===== src/rtl/addr_gen_pkg.sv =====
`timescale 1ns/1ps
package addr_gen_pkg;

  typedef enum logic [2:0] {
    OP_LOAD   = 3'd0,
    OP_STORE  = 3'd1,
    OP_LEA    = 3'd2,
    OP_BR_REL = 3'd3,
    OP_BR_IND = 3'd4
  } op_e;

  localparam int unsigned SR_CODE   = 0;
  localparam int unsigned SR_CONST  = 1;
  localparam int unsigned SR_STATIC = 2;
  localparam int unsigned SR_FRAME  = 3;
  localparam int unsigned SR_INARG  = 4;
  localparam int unsigned SR_TLS    = 5;

endpackage


===== src/rtl/addr_gen_base_file.sv =====
`timescale 1ns/1ps
module addr_gen_base_file #(
  parameter int unsigned ADDR_W    = 64,
  parameter int unsigned SEL_W     = 3,
  parameter int unsigned NUM_REG   = 6,
  parameter logic [NUM_REG-1:0] NULL_MASK = 6'b111000,
  parameter int unsigned FRAME_IDX = 3,
  parameter int unsigned INARG_IDX = 4
) (
  input  logic              clk_i,
  input  logic              rst_ni,
  input  logic              cfg_we_i,
  input  logic [SEL_W-1:0]  cfg_sel_i,
  input  logic [ADDR_W-1:0] cfg_data_i,
  input  logic              cfg_nar_i,
  input  logic              frame_we_i,
  input  logic [ADDR_W-1:0] frame_data_i,
  input  logic              frame_nar_i,
  input  logic              inarg_we_i,
  input  logic [ADDR_W-1:0] inarg_data_i,
  input  logic              inarg_nar_i,
  input  logic [SEL_W-1:0]  use_sel_i,
  output logic [ADDR_W-1:0] use_data_o,
  output logic              use_nar_o,
  input  logic [SEL_W-1:0]  rd_sel_i,
  output logic [ADDR_W-1:0] rd_data_o,
  output logic              rd_nar_o
);

  logic [ADDR_W-1:0] val_q [NUM_REG];
  logic              nar_q [NUM_REG];

  for (genvar g = 0; g < NUM_REG; g++) begin : g_reg
    logic              hook_we;
    logic [ADDR_W-1:0] hook_data;
    logic              hook_nar;
    logic              cfg_hit;

    if (g == FRAME_IDX) begin : g_frame
      assign hook_we   = frame_we_i;
      assign hook_data = frame_data_i;
      assign hook_nar  = frame_nar_i;
    end else if (g == INARG_IDX) begin : g_inarg
      assign hook_we   = inarg_we_i;
      assign hook_data = inarg_data_i;
      assign hook_nar  = inarg_nar_i;
    end else begin : g_nohook
      assign hook_we   = 1'b0;
      assign hook_data = '0;
      assign hook_nar  = 1'b0;
    end

    assign cfg_hit = cfg_we_i && (cfg_sel_i == SEL_W'(g));

    always_ff @(posedge clk_i or negedge rst_ni) begin
      if (!rst_ni) begin
        val_q[g] <= '0;
        nar_q[g] <= NULL_MASK[g];
      end else if (hook_we) begin
        val_q[g] <= hook_data;
        nar_q[g] <= NULL_MASK[g] & hook_nar;
      end else if (cfg_hit) begin
        val_q[g] <= cfg_data_i;
        nar_q[g] <= NULL_MASK[g] & cfg_nar_i;
      end
    end
  end

  // out-of-range selectors read as poison
  always_comb begin
    use_data_o = '0;
    use_nar_o  = 1'b1;
    rd_data_o  = '0;
    rd_nar_o   = 1'b1;
    for (int i = 0; i < NUM_REG; i++) begin
      if (use_sel_i == SEL_W'(i)) begin
        use_data_o = val_q[i];
        use_nar_o  = nar_q[i];
      end
      if (rd_sel_i == SEL_W'(i)) begin
        rd_data_o = val_q[i];
        rd_nar_o  = nar_q[i];
      end
    end
  end

endmodule


===== src/rtl/addr_gen_adder.sv =====
`timescale 1ns/1ps
module addr_gen_adder #(
  parameter int unsigned ADDR_W    = 64,
  parameter int unsigned OFF_W     = 32,
  parameter int unsigned SCALE_W   = 3,
  parameter int unsigned MAX_SCALE = 4
) (
  input  logic [ADDR_W-1:0]  base_i,
  input  logic [OFF_W-1:0]   off_i,
  input  logic               idx_en_i,
  input  logic [ADDR_W-1:0]  idx_i,
  input  logic [SCALE_W-1:0] scale_i,
  output logic [ADDR_W-1:0]  sum_o
);

  localparam int unsigned EXT_W = ADDR_W - OFF_W;

  logic [ADDR_W-1:0] shifted [MAX_SCALE+1];
  logic [ADDR_W-1:0] scaled;
  logic [ADDR_W-1:0] off_ext;

  for (genvar s = 0; s <= MAX_SCALE; s++) begin : g_shift
    assign shifted[s] = idx_i << s;
  end

  // codes above MAX_SCALE saturate
  always_comb begin
    scaled = shifted[MAX_SCALE];
    for (int i = 0; i < MAX_SCALE; i++) begin
      if (scale_i == SCALE_W'(i)) scaled = shifted[i];
    end
    if (!idx_en_i) scaled = '0;
  end

  assign off_ext = {{EXT_W{off_i[OFF_W-1]}}, off_i};
  assign sum_o   = base_i + off_ext + scaled;

endmodule


===== src/rtl/addr_gen_top.sv =====
`timescale 1ns/1ps
module addr_gen_top
  import addr_gen_pkg::*;
#(
  parameter int unsigned ADDR_W    = 64,
  parameter int unsigned OFF_W     = 32,
  parameter int unsigned SEL_W     = 3,
  parameter int unsigned SCALE_W   = 3,
  parameter int unsigned MAX_SCALE = 4,
  parameter int unsigned NUM_REG   = 6
) (
  input  logic               clk_i,
  input  logic               rst_ni,
  input  logic               valid_i,
  input  logic [2:0]         op_i,
  input  logic               base_src_i,
  input  logic [SEL_W-1:0]   base_sel_i,
  input  logic [ADDR_W-1:0]  belt_base_i,
  input  logic               belt_nar_i,
  input  logic               idx_en_i,
  input  logic [ADDR_W-1:0]  idx_i,
  input  logic               idx_nar_i,
  input  logic [SCALE_W-1:0] scale_i,
  input  logic [OFF_W-1:0]   off_i,
  input  logic [ADDR_W-1:0]  func_entry_i,
  input  logic               cfg_we_i,
  input  logic [SEL_W-1:0]   cfg_sel_i,
  input  logic [ADDR_W-1:0]  cfg_data_i,
  input  logic               cfg_nar_i,
  input  logic               frame_we_i,
  input  logic [ADDR_W-1:0]  frame_data_i,
  input  logic               frame_nar_i,
  input  logic               inarg_we_i,
  input  logic [ADDR_W-1:0]  inarg_data_i,
  input  logic               inarg_nar_i,
  input  logic [SEL_W-1:0]   rd_sel_i,
  output logic [ADDR_W-1:0]  rd_data_o,
  output logic               rd_nar_o,
  output logic               vld_o,
  output logic [2:0]         op_o,
  output logic [ADDR_W-1:0]  addr_o,
  output logic               nar_o
);

  localparam logic [NUM_REG-1:0] NULL_MASK =
    NUM_REG'((1 << SR_FRAME) | (1 << SR_INARG) | (1 << SR_TLS));

  logic [ADDR_W-1:0] spec_data;
  logic              spec_nar;

  addr_gen_base_file #(
    .ADDR_W    (ADDR_W),
    .SEL_W     (SEL_W),
    .NUM_REG   (NUM_REG),
    .NULL_MASK (NULL_MASK),
    .FRAME_IDX (SR_FRAME),
    .INARG_IDX (SR_INARG)
  ) u_base_file (
    .clk_i        (clk_i),
    .rst_ni       (rst_ni),
    .cfg_we_i     (cfg_we_i),
    .cfg_sel_i    (cfg_sel_i),
    .cfg_data_i   (cfg_data_i),
    .cfg_nar_i    (cfg_nar_i),
    .frame_we_i   (frame_we_i),
    .frame_data_i (frame_data_i),
    .frame_nar_i  (frame_nar_i),
    .inarg_we_i   (inarg_we_i),
    .inarg_data_i (inarg_data_i),
    .inarg_nar_i  (inarg_nar_i),
    .use_sel_i    (base_sel_i),
    .use_data_o   (spec_data),
    .use_nar_o    (spec_nar),
    .rd_sel_i     (rd_sel_i),
    .rd_data_o    (rd_data_o),
    .rd_nar_o     (rd_nar_o)
  );

  logic [ADDR_W-1:0] add_base;
  logic [OFF_W-1:0]  add_off;
  logic              add_idx_en;
  logic              nar_d;
  logic [ADDR_W-1:0] sum;

  always_comb begin
    add_base   = base_src_i ? spec_data : belt_base_i;
    add_off    = off_i;
    add_idx_en = idx_en_i;
    nar_d      = (base_src_i ? spec_nar : belt_nar_i) | (idx_en_i & idx_nar_i);
    case (op_i)
      OP_BR_REL: begin
        add_base   = func_entry_i;
        add_idx_en = 1'b0;
        nar_d      = 1'b0;
      end
      OP_BR_IND: begin
        add_base   = belt_base_i;
        add_off    = '0;
        add_idx_en = 1'b0;
        nar_d      = belt_nar_i;
      end
      default: ;
    endcase
  end

  addr_gen_adder #(
    .ADDR_W    (ADDR_W),
    .OFF_W     (OFF_W),
    .SCALE_W   (SCALE_W),
    .MAX_SCALE (MAX_SCALE)
  ) u_adder (
    .base_i   (add_base),
    .off_i    (add_off),
    .idx_en_i (add_idx_en),
    .idx_i    (idx_i),
    .scale_i  (scale_i),
    .sum_o    (sum)
  );

  always_ff @(posedge clk_i or negedge rst_ni) begin
    if (!rst_ni) begin
      vld_o <= 1'b0;
    end else begin
      vld_o <= valid_i;
    end
  end

  always_ff @(posedge clk_i or negedge rst_ni) begin
    if (!rst_ni) begin
      addr_o <= '0;
      nar_o  <= 1'b0;
      op_o   <= 3'd0;
    end else if (valid_i) begin
      addr_o <= nar_d ? '0 : sum;
      nar_o  <= nar_d;
      op_o   <= op_i;
    end
  end

endmodule


===== config.mk =====
export PLATFORM = sky130hd
export DESIGN_NAME = addr_gen_top
export DESIGN_NICKNAME = d
export VERILOG_FILES = /design/src/rtl/addr_gen_pkg.sv /design/src/rtl/addr_gen_base_file.sv /design/src/rtl/addr_gen_adder.sv /design/src/rtl/addr_gen_top.sv
export SDC_FILE = /design/constraint.sdc
export NUM_CORES = 2
export LEC_CHECK = 0
export ABC_AREA = 1
export BUFFER_PORTS_ARGS = -buffer_cell sky130_fd_sc_hd__buf_2
export CORE_ASPECT_RATIO = 1.4
export CORE_MARGIN = 2
export CORE_UTILIZATION = 55
export CTS_BUF_LIST = sky130_fd_sc_hd__clkbuf_2
export DETAILED_ROUTE_END_ITERATION = 10
export GPL_ROUTABILITY_DRIVEN = 0
export PLACE_DENSITY = 0.83
export SETUP_SLACK_MARGIN = 0.3
export SYNTH_ARGS = -nofsm -noshare
export SYNTH_HDL_FRONTEND = slang
export SYNTH_SLANG_ARGS = --single-unit

===== constraint.sdc =====
create_clock -name clk_i -period 3.4 [get_ports clk_i]
set_input_delay 0.17 -clock clk_i [delete_from_list [all_inputs] [get_ports clk_i]]
set_output_delay 0.17 -clock clk_i [all_outputs]
set_load 0.02 [all_outputs]

==> summary.md, run 1 <==
| Metric | Value |
|---|---|
| Status | stopped before the end |
| Last stage reached | global routing |
| Stop err | [ERROR GRT-0116] Global routing finished with congestion. Check the congestion regions in the DRC Viewer. |
| Post-Synthesis Cells | 4787 |
| Post-DP HPWL | 110000 um |
| Area share of the largest cell type after synthesis | 0.341 |
| Row cnt | 106 |
| GRT Util Overall | 0.860 |
| Clk sinks | 456 |
| Area leader, netlist | dfrtp_1 |
| Die Width | ~210 um |
| Post-synth top cells | nand2_1, inv_1, o21ai_0 |
| FFs w/ async S/R, synth | 1.00 |
| Synth Cell Area | roughly 33000 um2 |
| Placed instance area | 40600 um2 |
| I/O pin count | 578 |
| Initial Util | 0.556 |
| Syn avg cell area | 6.94 um2 |
| Total global routing overflow | 502 |
| Post-synth EDFFs | 0 |
| Main flop type after synthesis | dfrtp_1 |
| Yosys warns | 0 |
| Setup WS pre-CTS | -893 ps |
| Count leader, synth | nand2_1 |
| Clk root buf | clkbuf_2 |
| First-pass GRT wire length | roughly 400000 um |
| Synthesized net count | between 5k and 6k |
| Number of global-route vias before repair | 61.3k |
| Synth top area cells | dfrtp_1, nand2_1, inv_1, o21ai_0, o22ai_1 |
| Clk buf depth | 3 |
| IO buf count | 577 |
| Yosys reg bits | between 400 and 500 |
| Die Height | a little under 300 um |
| Post-synthesis sequential area ratio | 0.344 |
| H-tree levels | 3 |
| Num CTS Buffers | 107 |
| Synth unique cells | 48 |
| Largest net degree at the start of global routing | between 90 and 100 |
==> metrics by stage <==
| step | util | std cells |
|---|---|---|
| 2_1_floorplan | - | 4787 |
| 3_3_place_gp | 0.681 | 6342 |
| 3_5_place_dp | 0.681 | 6342 |
| 4_1_cts | 0.854 | 7263 |
==> timing repair <==
action / CTS
hold buffers: 662
pin swaps: 141
buffers inserted: 63
endpoints found under the hold margin: 912
cloned: 0
endpoints found under the setup margin: 60
gates resized for setup: 597
==> per-layer routing <==
layer | GRT overflow | track usage
met1 | 24 | 0.826
met2 | 253 | 0.972
met3 | 29 | 0.781
met4 | 187 | 0.884
met5 | 9 | 0.599
==> cells by family after synthesis <==
group	after synthesis	synth area share
flip-flops	456	0.344
XOR/XNOR	26	0.00686
adder cells (fa/ha/maj)	126	0.0620
AO/OA/AOI/OAI	1446	0.263
multiplexers	2	0.000641
AND/OR/NAND/NOR	1661	0.201
buffers and inverters	1070	0.123
==> run 2, diff against run 1 <==
--- a/config.mk
+++ b/config.mk
@@ -7,14 +7,11 @@
 export LEC_CHECK = 0
 export ABC_AREA = 1
 export BUFFER_PORTS_ARGS = -buffer_cell sky130_fd_sc_hd__buf_2
-export CORE_ASPECT_RATIO = 1.4
 export CORE_MARGIN = 2
-export CORE_UTILIZATION = 55
-export CTS_BUF_LIST = sky130_fd_sc_hd__clkbuf_2
+export CORE_UTILIZATION = 40
 export DETAILED_ROUTE_END_ITERATION = 10
 export GPL_ROUTABILITY_DRIVEN = 0
-export PLACE_DENSITY = 0.83
-export SETUP_SLACK_MARGIN = 0.3
+export PLACE_DENSITY_LB_ADDON = 0.15
 export SYNTH_ARGS = -nofsm -noshare
 export SYNTH_HDL_FRONTEND = slang
 export SYNTH_SLANG_ARGS = --single-unit
==> run 2 against run 1 <==
Net effect:
- the flow now finishes, with violations (setup timing)
- area after synthesis unchanged
- synthesized cell count unchanged
==> summary.md, run 2 <==
| Metric | Value |
|---|---|
| Clk sinks | 456 (unchanged) |
| Failing checks | setup timing |
| Die Width | 292 um (+38%) |
| Switch share | 0.409 |
| Commonest non-fill, non-tap cell in the layout | nand2_1 |
| Area grow syn2layout | 49.6% |
| Via-per-instance ratio | 5.79 |
| Reg clk slew, reported paths | 60 ps |
| Leading cell types in the layout, fill and taps excluded | nand2_1, inv_1, buf_2 |
| Relative slew slack | 0.277 |
| Vias | 41.4k |
| Setup WS pre-CTS | -1020 ps (-124 ps) |
| Sequential cell area | 11400 um2 |
| Maximum clock rate | 285 MHz |
| Core Box Area | a little over 80000 um2 |
| Post-synth top cells | nand2_1, inv_1, o21ai_0 |
| Yosys warns | 0 (unchanged) |
| Area share of the largest cell type after synthesis | 0.341 (unchanged) |
| Final setup margin | -103 ps |
| Initial antenna violation count | 4 |
| # nets final | 6618 |
| Post-synthesis sequential area ratio | 0.344 (unchanged) |
| Hold Vio Cnt, Final | 0 |
| Part of the power in combinational logic | 0.486 |
| FFs w/ async S/R, synth | 1.00 (unchanged) |
| Num CTS Buffers | 53 (-50%) |
| I/O pin count | 578 (unchanged) |
| Clk_skew | 49.7 ps |
| Finished Layout Cells | 7159 |
| Synth Cell Area | 33200 um2 (unchanged) |
| Post-DP HPWL | 118000 um (+7.4%) |
| First-pass detailed-route iteration total | 6 |
| Final core occ | 0.605 |
| Main flop type after synthesis | dfrtp_1 |
| RSZ-0062 raised after global routing | yes |
| Die area | around 85000 um2 |
| CP max stage delay | 470 ps |
| Final Max Slew Viols | 0 |
| Clk buf depth | 3 (unchanged) |
| Cell family with most CP delay | compound AO/OA/AOI/OAI gates |
| Number of flip-flops in the largest register | 384 |
| Placed instance area | 41500 um2 (+2.0%) |
| Count leader, synth | nand2_1 |
| Largest regs | u_base_file.val_q x384, addr_o x64 |
| Multi-input logic area | 21000 um2 |
| Row cnt | 105 (-0.94%) |
| Largest Register | u_base_file.val_q |
| Post-layout instance area | 49700 um2 |
| Lkg Pwr | 24.5 nW |
| Crit start category | flop |
| Synth unique cells | 48 (unchanged) |
| Synth top area cells | dfrtp_1, nand2_1, inv_1, o21ai_0, o22ai_1 |
| Crit. End Element | flop |
| Number of fill cells in the layout | 7406 |
| Routed wire length | between 150000 and 200000 um |
| Clock tree from TritonCTS | yes |
| Synthesized net count | 5357 (unchanged) |
| Final ANT Viol Nets | 0 |
| Worst slew pin tran | between 1000 and 1500 ps |
| DR WL/cell | 23.3 um |
| Max_cap viols | 0 |
| Initial Util | 0.404 (-0.152) |
| Crit-path cells | inv_2, o22ai_2, a21oi_1, nand3_1, o21ai_1, o211ai_1, a21oi_2, fa_1, inv_2, ha_4, a21oi_4, buf_6, o21bai_4, a21boi_2, buf_4, nand2_2, nand2_2, nand3_2, nand2_1, nand2_1, o21ai_1 |
| Total global routing overflow | 0 |
| DRC | 0 |
| Internal | around 15 mW |
| Largest net degree at the start of global routing | between 90 and 100 |
| GRT Util Overall | 0.373 |
| CP bufs+invs | 4 |
| Post-Synthesis Cells | 4787 (unchanged) |
| Switch Pwr | 10.4 mW |
| H-tree levels | 2 (-1) |
| Yosys reg bits | 456 (unchanged) |
| Worst path required time | 3930 ps |
| Clk root buf | clkbuf_16 |
| Post-synth EDFFs | 0 (unchanged) |
| Worst skew pair latency | between 600 and 700 ps |
| Status | finished with violations |
| # placed instances | 6747 (+6.4%) |
| Crit-path max FO | 4 |
| First DRT Iteration DRCs | 4486 |
| Die Height | 292 um (-0.88%) |
| Layout cells sized above 1 | 0.326 |
| Period minus WS final | 3500 ps |
| Area leader, netlist | dfrtp_1 |
| First-pass GRT wire length | between 200000 and 250000 um |
| Number of global-route vias before repair | 40.0k |
| IO buf count | 577 (unchanged) |
| Critical Path AT | 4040 ps |
| WS Path Type | flop to flop |
| Syn avg cell area | 6.94 um2 (unchanged) |
| Worst path slowest cell | fa_1 |
| Maximum resistive drop on vdd | 0.000425 V |
| Period Utilization, post-route | 1.03 |
| Final setup vio count | 24 |
| Clock power share | 0.230 |
| Pwr Density | between 500 and 600 nW/um2 |
| HP Class | input port to flop |
| Sequential share of power | 0.284 |
==> run 2: per-layer routing <==
layer  share of wire  track usage  wire length (um)  up-vias
li1                -            -                 -    18600
met1            0.38        0.471             63100    19700
met2            0.45        0.599             75400     2484
met3            0.11       0.0887             18300      595
met4           0.059        0.179              9850        4
met5         0.00013            0                22        -
==> run 2: logic make-up after synthesis <==
family          share of synthesized area
simple gates                        0.201
compound gates                      0.263
buf+inv                             0.123
flops                               0.344
fa+ha+maj                          0.0620
xor+xnor                          0.00686
mux                              0.000641
==> run 2: path summary, 6_finish.rpt <==
| check | from | endpoint | slack [ps] | cells after the start |
|---|---|---|---|---|
| setup / recovery | u_base_file.val_q[338] | addr_o[41] | -100 | 21 |
| hold / removal | cfg_data_i[63] | u_base_file.val_q[63] | 40 | 3 |
| setup reg to reg | u_base_file.val_q[338] | addr_o[41] | -100 | 21 |
| hold reg to reg | addr_o[40] | addr_o[40] | 480 | 2 |
| max in group asynchronous | rst_ni | addr_o[19] | 2310 | 3 |
| min in group asynchronous | rst_ni | addr_o[7] | 120 | 2 |
==> run 2: per-stage QoR <==
stage	hold WS, ps	power [mW]	setup TNS (ps)
detailed placement	174	16.6	-47280
CTS	4.85	23.4	-176
global route	40.5	26.5	-7940
finish	35.8	25.3	-976
floorplan	-126	11.8	-7.46
global placement	176	16.5	-45800
==> run 2: cell type report <==
cell class                 count  share of cell area
antenna                        3            0.000151
timing repair buffer        1494               0.226
clock buffer                  83              0.0316
sequential                   456               0.230
multi-input combinational   3262               0.423
tap                         1070              0.0270
inverter                     781              0.0592
clock inverter                10             0.00325
==> run 2: worst register-to-register path: stages, from the launching register on <==
cell	delay (ps)
dfrtp_1	390
inv_2	80
o22ai_2	80
a21oi_1	120
nand3_1	80
o21ai_1	80
o211ai_1	230
a21oi_2	270
fa_1	470
inv_2	90
ha_4	230
a21oi_4	240
buf_6	140
o21bai_4	60
a21boi_2	210
buf_4	170
nand2_2	60
nand2_2	50
nand3_2	70
nand2_1	80
nand2_1	60
o21ai_1	130
==> run 2: repair_timing <==
item | 4_1_cts | 5_1_grt
setup buffers | 11 | 30
pin swaps | 70 | 228
cloned | 0 | 3
hold buffers | 273 | 0
gates resized for setup | 301 | 613
hold endpoints to repair | 442 | 0
setup endpoints to repair | 56 | 58
==> run 2: power by group through the flow <==
stage	sequential (mW)	combinational [mW]	clock, mW
after floorplan	7.24	4.56	0
after global placement	7.20	9.30	0
after detailed placement	7.20	9.38	0
after CTS	7.12	10.4	5.84
after global routing	7.26	13.2	6.06
final	7.19	12.3	5.83
No activity file was read; power rests on OpenSTA's default activity.
